## config.mk

```make
export PLATFORM = sky130hd
export DESIGN_NAME = uart_reg_block
export DESIGN_NICKNAME = d
export VERILOG_FILES = /design/src/rtl/urb_pkg.sv /design/src/rtl/urb_rxq.sv /design/src/rtl/urb_intid.sv /design/src/rtl/uart_reg_block.sv
export SDC_FILE = /design/constraint.sdc
export NUM_CORES = 1
export LEC_CHECK = 0
export BUFFER_PORTS_ARGS = -buffer_cell sky130_fd_sc_hd__buf_2
export CORE_MARGIN = 2
export CORE_UTILIZATION = 65
export CTS_CLUSTER_SIZE = 28
export DETAILED_ROUTE_END_ITERATION = 7
export PLACE_DENSITY = 0.84
export SETUP_SLACK_MARGIN = 0.5
export SYNTH_ARGS = -nofsm -noshare
export SYNTH_HDL_FRONTEND = slang
export SYNTH_SLANG_ARGS = --single-unit
```

## constraint.sdc

```tcl
create_clock -name clk -period 6.5 [get_ports clk]
set_input_delay 0.325 -clock clk [delete_from_list [all_inputs] [get_ports clk]]
set_output_delay 0.325 -clock clk [all_outputs]
set_load 0.02 [all_outputs]
```

## src/rtl/urb_pkg.sv

```systemverilog
package urb_pkg;
  typedef enum logic [2:0] {
    OFS_DATA  = 3'd0,
    OFS_IEN   = 3'd1,
    OFS_IID   = 3'd2,
    OFS_LCTL  = 3'd3,
    OFS_MCTL  = 3'd4,
    OFS_LSTAT = 3'd5,
    OFS_MSTAT = 3'd6,
    OFS_SCR   = 3'd7
  } urb_ofs_e;

  localparam int LCTL_DIVSEL  = 7;
  localparam int MCTL_LOOP    = 4;
  localparam int FCTL_RXEN    = 0;
  localparam int FCTL_RXFLUSH = 1;

  localparam logic [7:0] IID_NONE  = 8'h01;
  localparam logic [7:0] IID_TYPE  = 8'hC0;
  localparam logic [7:0] RST_DIVL  = 8'h0C;
  localparam logic [7:0] RST_MCTL  = 8'h08;
  localparam logic [7:0] MSTAT_VAL = 8'hB0;
  localparam logic [7:0] FCTL_KEEP = 8'hF9;
endpackage

```

## src/rtl/urb_rxq.sv

```systemverilog
module urb_rxq #(
  parameter int DEPTH = 64,
  parameter int DW    = 8,
  localparam int PW   = $clog2(DEPTH),
  localparam int CW   = $clog2(DEPTH + 1)
) (
  input  logic          clk,
  input  logic          rst,
  input  logic          flush,
  input  logic          push,
  input  logic [DW-1:0] push_data,
  input  logic          pop,
  output logic [DW-1:0] head,
  output logic [CW-1:0] count,
  output logic          empty,
  output logic          full
);
  logic [DW-1:0] mem [DEPTH];
  logic [PW-1:0] wptr, rptr;
  logic          push_ok, pop_ok;

  assign empty   = (count == '0);
  assign full    = (count == CW'(DEPTH));
  assign push_ok = push && !full && !flush;
  assign pop_ok  = pop && !empty && !flush;
  assign head    = mem[rptr];

  function automatic logic [PW-1:0] nxt(input logic [PW-1:0] p);
    return (p == PW'(DEPTH - 1)) ? '0 : p + 1'b1;
  endfunction

  always_ff @(posedge clk) begin
    if (push_ok) mem[wptr] <= push_data;
  end

  always_ff @(posedge clk) begin
    if (rst || flush) begin
      wptr  <= '0;
      rptr  <= '0;
      count <= '0;
    end else begin
      if (push_ok) wptr <= nxt(wptr);
      if (pop_ok)  rptr <= nxt(rptr);
      case ({push_ok, pop_ok})
        2'b10:   count <= count + 1'b1;
        2'b01:   count <= count - 1'b1;
        default: count <= count;
      endcase
    end
  end

  p_no_overflow_r7: assert property (@(posedge clk) disable iff (rst)
    count <= CW'(DEPTH)) else $error("queue count above depth");

  p_full_drop_r7: assert property (@(posedge clk) disable iff (rst)
    (push && full && !pop && !flush) |=> full) else $error("full queue lost its state");

  p_empty_pop_r8: assert property (@(posedge clk) disable iff (rst)
    (pop && empty && !push) |=> empty) else $error("pop of empty queue moved count");

  p_both_r13: assert property (@(posedge clk) disable iff (rst)
    (push && pop && !empty && !full && !flush) |=> $stable(count)) else $error("push+pop changed count");
endmodule

```

## src/rtl/urb_intid.sv

```systemverilog
module urb_intid
  import urb_pkg::*;
(
  input  logic       clk,
  input  logic       rst,
  input  logic       rxd_en,
  input  logic       txe_en,
  input  logic       data_rdy,
  input  logic       tx_empty,
  output logic [7:0] iid,
  output logic       irq
);
  logic [7:0] code;

  assign code = {5'b0, rxd_en && data_rdy, txe_en && tx_empty, 1'b0};

  always_ff @(posedge clk) begin
    if (rst) begin
      iid <= IID_NONE;
      irq <= 1'b0;
    end else begin
      iid <= (code == 8'h00) ? IID_NONE : code;
      irq <= (code != 8'h00);
    end
  end

  p_rxd_raises_r6: assert property (@(posedge clk) disable iff (rst)
    (rxd_en && data_rdy) |=> (irq && iid[2])) else $error("rx data interrupt missing");

  p_quiet_r6: assert property (@(posedge clk) disable iff (rst)
    (!(rxd_en && data_rdy) && !(txe_en && tx_empty)) |=> (!irq && iid == IID_NONE))
    else $error("interrupt without cause");
endmodule

```

## src/rtl/uart_reg_block.sv

```systemverilog
module uart_reg_block
  import urb_pkg::*;
#(
  parameter int ADDR_W    = 8,
  parameter int REG_SHIFT = 0,
  parameter int IO_WIDTH  = 1,
  parameter int LEN_W     = 3,
  parameter int RXQ_DEPTH = 64,
  localparam int QCW      = $clog2(RXQ_DEPTH + 1)
) (
  input  logic              clk,
  input  logic              rst,
  input  logic              bus_valid,
  input  logic              bus_write,
  input  logic [ADDR_W-1:0] bus_addr,
  input  logic [LEN_W-1:0]  bus_len,
  input  logic [7:0]        bus_wdata,
  output logic              rsp_valid,
  output logic              rsp_err,
  output logic [7:0]        rsp_rdata,
  input  logic              rx_valid,
  input  logic [7:0]        rx_data,
  input  logic              rx_break,
  output logic              tx_valid,
  output logic [7:0]        tx_data,
  input  logic              tx_ready,
  output logic              irq
);
  logic [7:0] ien_q, lctl_q, mctl_q, fctl_q, scr_q, divl_q, divh_q;
  logic       brk_q;
  logic       acc, wr, rd, divsel, loop;
  urb_ofs_e   ofs;
  logic       wr_thr, rd_rbr, q_push, q_pop, q_flush;
  logic [7:0] q_push_data, q_head, iid, lstat, rmux;
  logic [QCW-1:0] q_count;
  logic       q_empty, q_full;

  assign acc    = bus_valid && (bus_len == LEN_W'(IO_WIDTH));
  assign wr     = acc && bus_write;
  assign rd     = acc && !bus_write;
  assign ofs    = urb_ofs_e'(bus_addr[REG_SHIFT +: 3]);
  assign divsel = lctl_q[LCTL_DIVSEL];
  assign loop   = mctl_q[MCTL_LOOP];

  assign wr_thr  = wr && (ofs == OFS_DATA) && !divsel;
  assign rd_rbr  = rd && (ofs == OFS_DATA) && !divsel;
  assign q_flush = wr && (ofs == OFS_IID) && bus_wdata[FCTL_RXFLUSH];
  assign q_push  = (wr_thr && loop) || (rx_valid && fctl_q[FCTL_RXEN] && !loop);
  assign q_push_data = (wr_thr && loop) ? bus_wdata : rx_data;
  assign q_pop   = rd_rbr && !brk_q;

  urb_rxq #(.DEPTH(RXQ_DEPTH), .DW(8)) u_rxq (
    .clk, .rst,
    .flush(q_flush), .push(q_push), .push_data(q_push_data), .pop(q_pop),
    .head(q_head), .count(q_count), .empty(q_empty), .full(q_full)
  );

  urb_intid u_intid (
    .clk, .rst,
    .rxd_en(ien_q[0]), .txe_en(ien_q[1]),
    .data_rdy(!q_empty), .tx_empty(1'b1),
    .iid(iid), .irq(irq)
  );

  // transmit hand-off is immediate, so both empty flags read as 1
  assign lstat = {1'b0, 1'b1, 1'b1, brk_q, 3'b000, !q_empty};

  always_ff @(posedge clk) begin
    if (rst) begin
      ien_q  <= 8'h00;
      lctl_q <= 8'h00;
      mctl_q <= RST_MCTL;
      fctl_q <= 8'h00;
      scr_q  <= 8'h00;
      divl_q <= RST_DIVL;
      divh_q <= 8'h00;
    end else if (wr) begin
      case (ofs)
        OFS_DATA: if (divsel) divl_q <= bus_wdata;
        OFS_IEN:  if (divsel) divh_q <= bus_wdata;
                  else        ien_q  <= {4'b0, bus_wdata[3:0]};
        OFS_IID:  fctl_q <= bus_wdata & FCTL_KEEP;
        OFS_LCTL: lctl_q <= bus_wdata;
        OFS_MCTL: mctl_q <= bus_wdata;
        OFS_SCR:  scr_q  <= bus_wdata;
        default:  ;
      endcase
    end
  end

  always_ff @(posedge clk) begin
    if (rst) begin
      brk_q <= 1'b0;
    end else if (rx_break) begin
      brk_q <= 1'b1;
    end else if (rd_rbr && !q_empty) begin
      brk_q <= 1'b0;
    end
  end

  always_ff @(posedge clk) begin
    if (rst) begin
      tx_valid <= 1'b0;
      tx_data  <= 8'h00;
    end else if (wr_thr && !loop) begin
      tx_valid <= 1'b1;
      tx_data  <= bus_wdata;
    end else if (tx_ready) begin
      tx_valid <= 1'b0;
    end
  end

  always_comb begin
    case (ofs)
      OFS_DATA:  rmux = divsel ? divl_q : ((q_empty || brk_q) ? 8'h00 : q_head);
      OFS_IEN:   rmux = divsel ? divh_q : ien_q;
      OFS_IID:   rmux = iid | IID_TYPE;
      OFS_LCTL:  rmux = lctl_q;
      OFS_MCTL:  rmux = mctl_q;
      OFS_LSTAT: rmux = lstat;
      OFS_MSTAT: rmux = MSTAT_VAL;
      default:   rmux = scr_q;
    endcase
  end

  always_ff @(posedge clk) begin
    if (rst) begin
      rsp_valid <= 1'b0;
      rsp_err   <= 1'b0;
      rsp_rdata <= 8'h00;
    end else begin
      rsp_valid <= bus_valid;
      rsp_err   <= bus_valid && !acc;
      rsp_rdata <= rd ? rmux : 8'h00;
    end
  end

  p_rsp_follows_r2: assert property (@(posedge clk) disable iff (rst)
    bus_valid |=> rsp_valid) else $error("missing response");

  p_bad_width_r2: assert property (@(posedge clk) disable iff (rst)
    (bus_valid && bus_len != LEN_W'(IO_WIDTH)) |=> (rsp_err && rsp_rdata == 8'h00))
    else $error("wrong-size access not flagged");

  p_tx_hold_r10: assert property (@(posedge clk) disable iff (rst)
    (tx_valid && !tx_ready && !wr_thr) |=> (tx_valid && $stable(tx_data)))
    else $error("transmit byte dropped before ready");

  p_loop_no_tx_r11: assert property (@(posedge clk) disable iff (rst)
    (wr_thr && loop && !tx_valid) |=> !tx_valid) else $error("loopback byte left on tx");
endmodule

```

After elaboration in Yosys (flattened, before gate mapping)
Memory sizes are Yosys's and may differ from the RTL's. A register that Yosys moved wholly into a read port is not among the register bits.
Cells that the tools add are included.
{"block": "totals", "register_bits": 88, "latch_bits": 0, "mem_bits_rw": 512, "mem_bits_ro": 0, "in_bits": 34, "output_inout_bits": 20, "word_cells": 104, "memories": 1}
{"block": "classes", "n_addsub": 4, "multipliers": 0, "n_div": 0, "n_lt_le_gt_ge": 0, "n_eq_ne": 13, "n_shift": 0, "n_mux": 17, "bitwise_logic": 2, "reduce_logical": 48}
{"name": "u_rxq.mem", "words": 64, "width": 8, "rd": 1, "rd_ports_with_merged_regs": 1, "wr": 1, "line_no": "urb_rxq.sv:18", "rtl": "logic [DW-1:0] mem [DEPTH];"}
{"operator": "8-bit one-hot mux with 7 select lines", "n": 1}
{"operator": "8-bit two-way mux", "n": 4}
{"operator": "6-bit two-way mux", "n": 4}
{"operator": "1-bit logical AND", "n": 21}
{"operator": "7-bit one-hot mux with 2 select lines", "n": 1}
{"operator": "6-bit by 1-bit adder with 6-bit output, second input constant", "n": 2}
{"operator": "3-bit == test, second input constant", "n": 4}
{"operator": "6-bit == test, second input constant", "n": 2}
{"operator": "3-bit AND reduction", "n": 3}
{"operator": "1-bit zero test", "n": 8}
{"operator": "8-bit zero test", "n": 1}
{"operator": "2-bit AND reduction", "n": 4}
{"operator": "8-bit nonzero test", "n": 1}
{"operator": "7-bit by 1-bit adder with 7-bit output, second input constant", "n": 1}
{"operator": "7-bit == test, second input constant", "n": 1}
{"operator": "7-bit zero test", "n": 1}
{"operator": "1-bit two-way mux", "n": 7}
{"operator": "7-bit by 1-bit subtractor with 7-bit output, second input constant", "n": 1}
{"operator": "3-bit by 1-bit == test with 1-bit output, second input constant", "n": 2}
{"operator": "3-bit by 2-bit == test with 1-bit output, second input constant", "n": 2}
{"operator": "2-bit nonzero test", "n": 3}
{"operator": "2-bit OR reduction", "n": 2}
{"operator": "3-bit zero test", "n": 1}
{"operator": "1-bit logical OR", "n": 3}
{"operator": "3 further kinds", "n": 4}

Longest topological paths before layout
{"block": "depth", "ltp_word": 11, "ltp_mapped": 17, "ltp_nobuf": 13}

By module
A second synthesis with hierarchy kept.
{"block": "unflattened", "cells_unflattened": 1387, "area_unflattened_um2": 24314.6}
{"module": "urb_rxq", "instances": 1, "cells_per_inst": 1050, "area_each_um2": 21135.3, "seq_area_each_um2": 15875.2}
{"module": "uart_reg_block", "instances": 1, "cells_per_inst": 321, "area_each_um2": 3030.4, "seq_area_each_um2": 1301.2}
{"module": "urb_intid", "instances": 1, "cells_per_inst": 16, "area_each_um2": 148.9, "seq_area_each_um2": 80.1}

Worst setup path after synthesis
Ideal clock, no wire load.
{"block": "synth_path", "path_type": "input port to flip-flop", "start": "in bus_addr[2]", "end": "reg u_rxq.count[6]", "setup_time_ps": 70, "arrival_ps": 3840, "t_required_ps": 6430, "slack_ps": 2589, "cell_stages": 17, "cell_sequence": "buf_2 -> nor4_4 -> nand4_4 -> a222oi_1 -> buf_4 -> inv_1 -> ha_1 -> clkbuf_1 -> clkbuf_1 -> xor2_1 -> ha_1 -> a21oi_1 -> o21ai_0 -> a221oi_1 -> a221oi_1 -> or3_1 -> a21oi_1"}
{"block": "synth_via", "elab_chain_len": 9, "word_cells_on_any_way": 21}
{"item": "start, declared", "line_no": "uart_reg_block.sv:15", "rtl": "input logic [ADDR_W-1:0] bus_addr,"}
{"item": "3-bit zero test", "line_no": "uart_reg_block.sv:45, uart_reg_block.sv:46"}
{"item": "1-bit logical AND (2 in a row)", "line_no": "uart_reg_block.sv:45", "rtl": "assign wr_thr = wr && (ofs == OFS_DATA) && !divsel;"}
{"item": "1-bit logical AND", "line_no": "uart_reg_block.sv:48", "rtl": "assign q_push = (wr_thr && loop) || (rx_valid && fctl_q[FCTL_RXEN] && !loop);"}
{"item": "1-bit logical OR", "line_no": "uart_reg_block.sv:48"}
{"item": "1-bit logical AND (2 in a row)", "line_no": "urb_rxq.sv:24", "rtl": "assign push_ok = push && !full && !flush;"}
{"item": "2-bit by 1-bit == test with 1-bit output / 2-bit == test (equally long branches)", "line_no": "urb_rxq.sv:44", "rtl": "case ({push_ok, pop_ok})"}
{"item": "7-bit one-hot mux with 2 select lines / 2-bit nonzero test (equally long branches)"}
{"item": "end signal, assigned", "line_no": "urb_rxq.sv:45", "rtl": "2'b10: count <= count + 1'b1;"}
{"item": "end signal, assigned", "line_no": "urb_rxq.sv:46", "rtl": "2'b01: count <= count - 1'b1;"}
{"item": "end signal, assigned", "line_no": "urb_rxq.sv:47", "rtl": "default: count <= count;"}
{"item": "end, declared", "line_no": "urb_rxq.sv:14", "rtl": "output logic [CW-1:0] count,"}
Several ways; a longest one is shown, not always the timed one.
A chain may end at the register's enable or synchronous reset.

Worst setup path in the final report
{"block": "layout_path", "start": "reg lctl_q[7]", "end": "reg u_rxq.count[6]"}
{"block": "layout_via", "elab_chain_len": 8, "word_cells_on_any_way": 14}
{"item": "start, declared", "line_no": "uart_reg_block.sv:29", "rtl": "logic [7:0] ien_q, lctl_q, mctl_q, fctl_q, scr_q, divl_q, divh_q;"}
{"item": "start signal, assigned", "line_no": "uart_reg_block.sv:83", "rtl": "OFS_LCTL: lctl_q <= bus_wdata;"}
{"item": "1-bit zero test (*)", "line_no": "uart_reg_block.sv:45, uart_reg_block.sv:46"}
{"item": "1-bit logical AND", "line_no": "uart_reg_block.sv:45"}
{"item": "1-bit logical AND", "line_no": "uart_reg_block.sv:48"}
{"item": "1-bit logical OR", "line_no": "uart_reg_block.sv:48"}
{"item": "1-bit logical AND (2 in a row)", "line_no": "urb_rxq.sv:24"}
{"item": "2-bit by 1-bit == test with 1-bit output / 2-bit == test (equally long branches)", "line_no": "urb_rxq.sv:44"}
{"item": "7-bit one-hot mux with 2 select lines / 2-bit nonzero test (equally long branches)"}
Every way passes the cells marked *; elsewhere a longest branch is shown, timed or not.

==> results.py <==
metrics = {
    "floorplan": {
        "coreArea_um2": 36500,
        "rows": 70,
        "initial_core_util": 0.659,
        "io_pins": 54,
        "die_y_um": 196,
        "die_x_um": 196,
        "dieArea_um2": 38600,
    },
    "placement": {
        "dp_slack_ns": 2.08,
        "hpwl_um": 32500,
        "dp.cells": 1863,
        "port_buffers": 48,
        "gp_congestion": 0.890,
        "dpl_cell_area_um2": 24700,
    },
    "final_layout": {
        "fin_nets": 1495,
        "filler_cell_count": 2037,
        "fin_area_um2": 26500,
        "area_delta_synth_final_pct": 10.2,
        "fin_util": 0.726,
        "drive_gt1_frac": 0.199,
        "seq_area_um2": 17300,
        "instances_no_fill": 1973,
        "multi_input_area_um2": 6410,
    },
    "sta": {
        "tightestPinTransition_ns": 1.38,
        "setup_viol": 0,
        "drv_slew": 0,
        "min_period_ns": 4.42,
        "max_freq_mhz": 226,
        "rsz0062_at_grt": "no",
        "holdWs_ns": 0.0157,
        "finalHoldViolations": 0,
        "fin_skew_ns": 0.0227,
        "post-route-period-util": 0.680,
        "tns_ns": 0,
        "slew_headroom": 0.0772,
        "setup_ws_ns": 2.08,
    },
    "critical_path": {
        "crit_start": "lctl_q[7]",
        "cp.buffers_inverters": 2,
        "crit_path_start_kind": "flop",
        "cp_top_family": "compound AO/OA/AOI/OAI gates",
        "max_stage_delay_ns": 0.52,
        "arrival_ns": 4.94,
        "reg2reg_to": "u_rxq.count[6]",
        "worstReg2RegStart": "lctl_q[7]",
        "r2r_cells": 14,
        "cp-end-kind": "flop",
        "crit_slowest_cell": "dfxtp_1",
        "cp.required_ns": 7.02,
        "critPathMaxFanout": 17,
        "crit_type": "flop to flop",
        "r2r_setup_slack_ns": 2.08,
        "worstPathCellList": "nor4_4 -> nand4_4 -> a222oi_1 -> buf_4 -> inv_1 -> ha_1 -> xor2_1 -> ha_1 -> a21oi_1 -> o21ai_0 -> a221oi_1 -> a221oi_1 -> or3_1 -> a21oi_1",
    },
    "routing": {
        "vias": 13700,
        "finalWirelength_um": 56500,
        "vias_per_cell": 6.92,
        "drc": 1,
        "drt_iter0_drc": 1542,
        "routedWlPerCell_um": 28.6,
        "drtAntennaViolNets": 0,
        "first_pass_iters": 8,
    },
    "cts": {
        "cts_setup_buffers": 0,
        "numCtsBuffers": 56,
        "cts_buffer_depth": 3,
        "cts_max_level": 2,
        "root_buffer": "clkbuf_16",
        "clk_pin_slew_worst_paths_ns": 0.06,
        "worstSkewPairLatency_ns": 0.61,
        "cts_sinks": 606,
        "tritoncts": "built",
    },
    "power": {
        "power_frac_clock": 0.430,
        "p_int_mw": 6.08,
        "pwr-share-comb": 0.015,
        "ir_drop_mv": 0.253,
        "powerDensity_nw_per_um2": 286,
        "finalPower_mw": 7.59,
        "swShare": 0.199,
        "cellLeakagePower_nw": 8.53,
        "p_seq_frac": 0.555,
        "switchingPower_mw": 1.51,
    },
    "logic_synthesis": {
        "postSynthAreaPerCell_um2": 17.0,
        "ys_warn_count": 0,
        "synth_top_area_share": 0.639,
        "netlist_top_cells_area": "edfxtp_1 (64%), mux4_2 (12%), dfxtp_1 (7.8%)",
        "netlist_instances": 1416,
        "synth_nets": 1455,
        "synth_area_leader_cell": "edfxtp_1",
        "synth_async_sr_flop_share": 0,
        "synth_common_cells": "edfxtp_1 (512), nor2_1 (143), mux4_2 (128)",
        "synth_area_um2": 24100,
        "ys_ff_latch": 606,
        "yosysSeqAreaShare": 0.717,
        "yosysMostFrequentCell": "edfxtp_1",
        "synth-main-ff-cell": "edfxtp_1",
        "synth_edf_count": 512,
        "synth_cell_types": 66,
    },
    "global_routing": {
        "grt.total_usage": 0.299,
        "met1_usage": 0.419,
        "first_global_vias": 13400,
        "met2_usage": 0.480,
        "antenna_found_initial": 0,
        "grt_util_met3": 0.0556,
        "grt_pass1_wl_um": 84000,
        "grt_max_degree": 77,
        "overflow": 0,
        "gr-max-usage-layer": "met2",
    },
    "status": {
        "violations": "DRC",
        "status": "complete, but fails checks",
    },
    "min_path": {
        "hp-class": "primary input to flop",
        "min_path_cells": 3,
        "hp-start": "tx_ready",
        "hold_end": "tx_valid",
    },
    "job": {
        "drv_cap": 0,
    },
}
## power by group through the flow
stage | clock network (mW) | logic [mW] | registers, mW
after floorplan | 0 | 0.0569 | 4.29
after global placement | 0 | 0.105 | 4.29
after detailed placement | 0 | 0.109 | 4.29
after CTS | 3.29 | 0.112 | 4.21
after global routing | 3.41 | 0.122 | 4.21
final | 3.27 | 0.114 | 4.21
## flip-flops by register name, summed over array words and instances, names as in the netlist, 6 cells and up, named ones only
name,cells
divh_q,8
divl_q,8
lctl_q,8
mctl_q,8
rsp_rdata,8
scr_q,8
tx_data,8
u_rxq.count,7
u_rxq.mem,512
u_rxq.rptr,6
u_rxq.wptr,6
## metal layers
layer	share of wire	vias to the layer above
met5	0	-
met2	0.49	965
met1	0.37	6870
met4	0.037	0
li1	-	5667
met3	0.10	157
## how the worst max path moves through the flow
stage,to,cells after the start
global placement,u_rxq.count[6],15
CTS,u_rxq.count[6],14
detailed placement,u_rxq.count[6],15
global route,u_rxq.count[6],14
floorplan,u_rxq.count[6],17
finish,u_rxq.count[6],14
## placed cells by master (no fill, tap or decap), drive strengths merged, types with 3 or more instances in the layout
cell type    instances
edfxtp             512
nor2               143
mux4               128
dfxtp               94
nand2               87
clkbuf              79
mux2i               62
buf                 61
nand3               37
a21oi               37
o21ai               29
a22oi               16
a31oi               16
clkinv              16
o22ai               15
nor2b               13
inv                 13
xor2                11
mux2                10
nor3                 8
nor3b                8
nand2b               7
nand4                7
or3                  6
and3                 6
a221oi               6
nor4                 6
ha                   5
clkinvlp             5
nand3b               4
a21o                 4
bufinv               4
a32oi                3
o22a                 3
o211ai               3
xnor2                3
dlygate4sd3          3
or2                  3
o31ai                3
## kinds of logic (layout without fill, tap and decap cells)
group           count (synthesis)  in the layout  synth area share
compound gates                152            152            0.0412
xor+xnor                       14             14           0.00509
fa+ha+maj                       5              5           0.00260
buf+inv                        93            181            0.0165
flops                         606            606             0.717
mux                           200            200             0.150
other cells                     0              1                 0
simple gates                  346            346            0.0674
## what timing repair did
item / in CTS / in global routing
hold buffers: 3 / 0
setup endpoints to repair: 0 / 0
endpoints found under the hold margin: 2 / 0
gates resized for setup: 0 / 0
## tightest hold or removal path, stage by stage
cell      delay [ns]
buf_2           0.07
nand2b_1        0.09
a21oi_1         0.07
## cell type report
type / instances / area share
clock inverters: 27 / 0.00953
clock buffers: 79 / 0.0593
well taps: 468 / 0.0221
diodes: 1 / 0.0000943
flip-flops and latches: 606 / 0.651
multi-input cells: 717 / 0.242
inverters: 11 / 0.00156
repair buffers: 64 / 0.0148
Note: power is estimated with default switching activity, not from simulation.
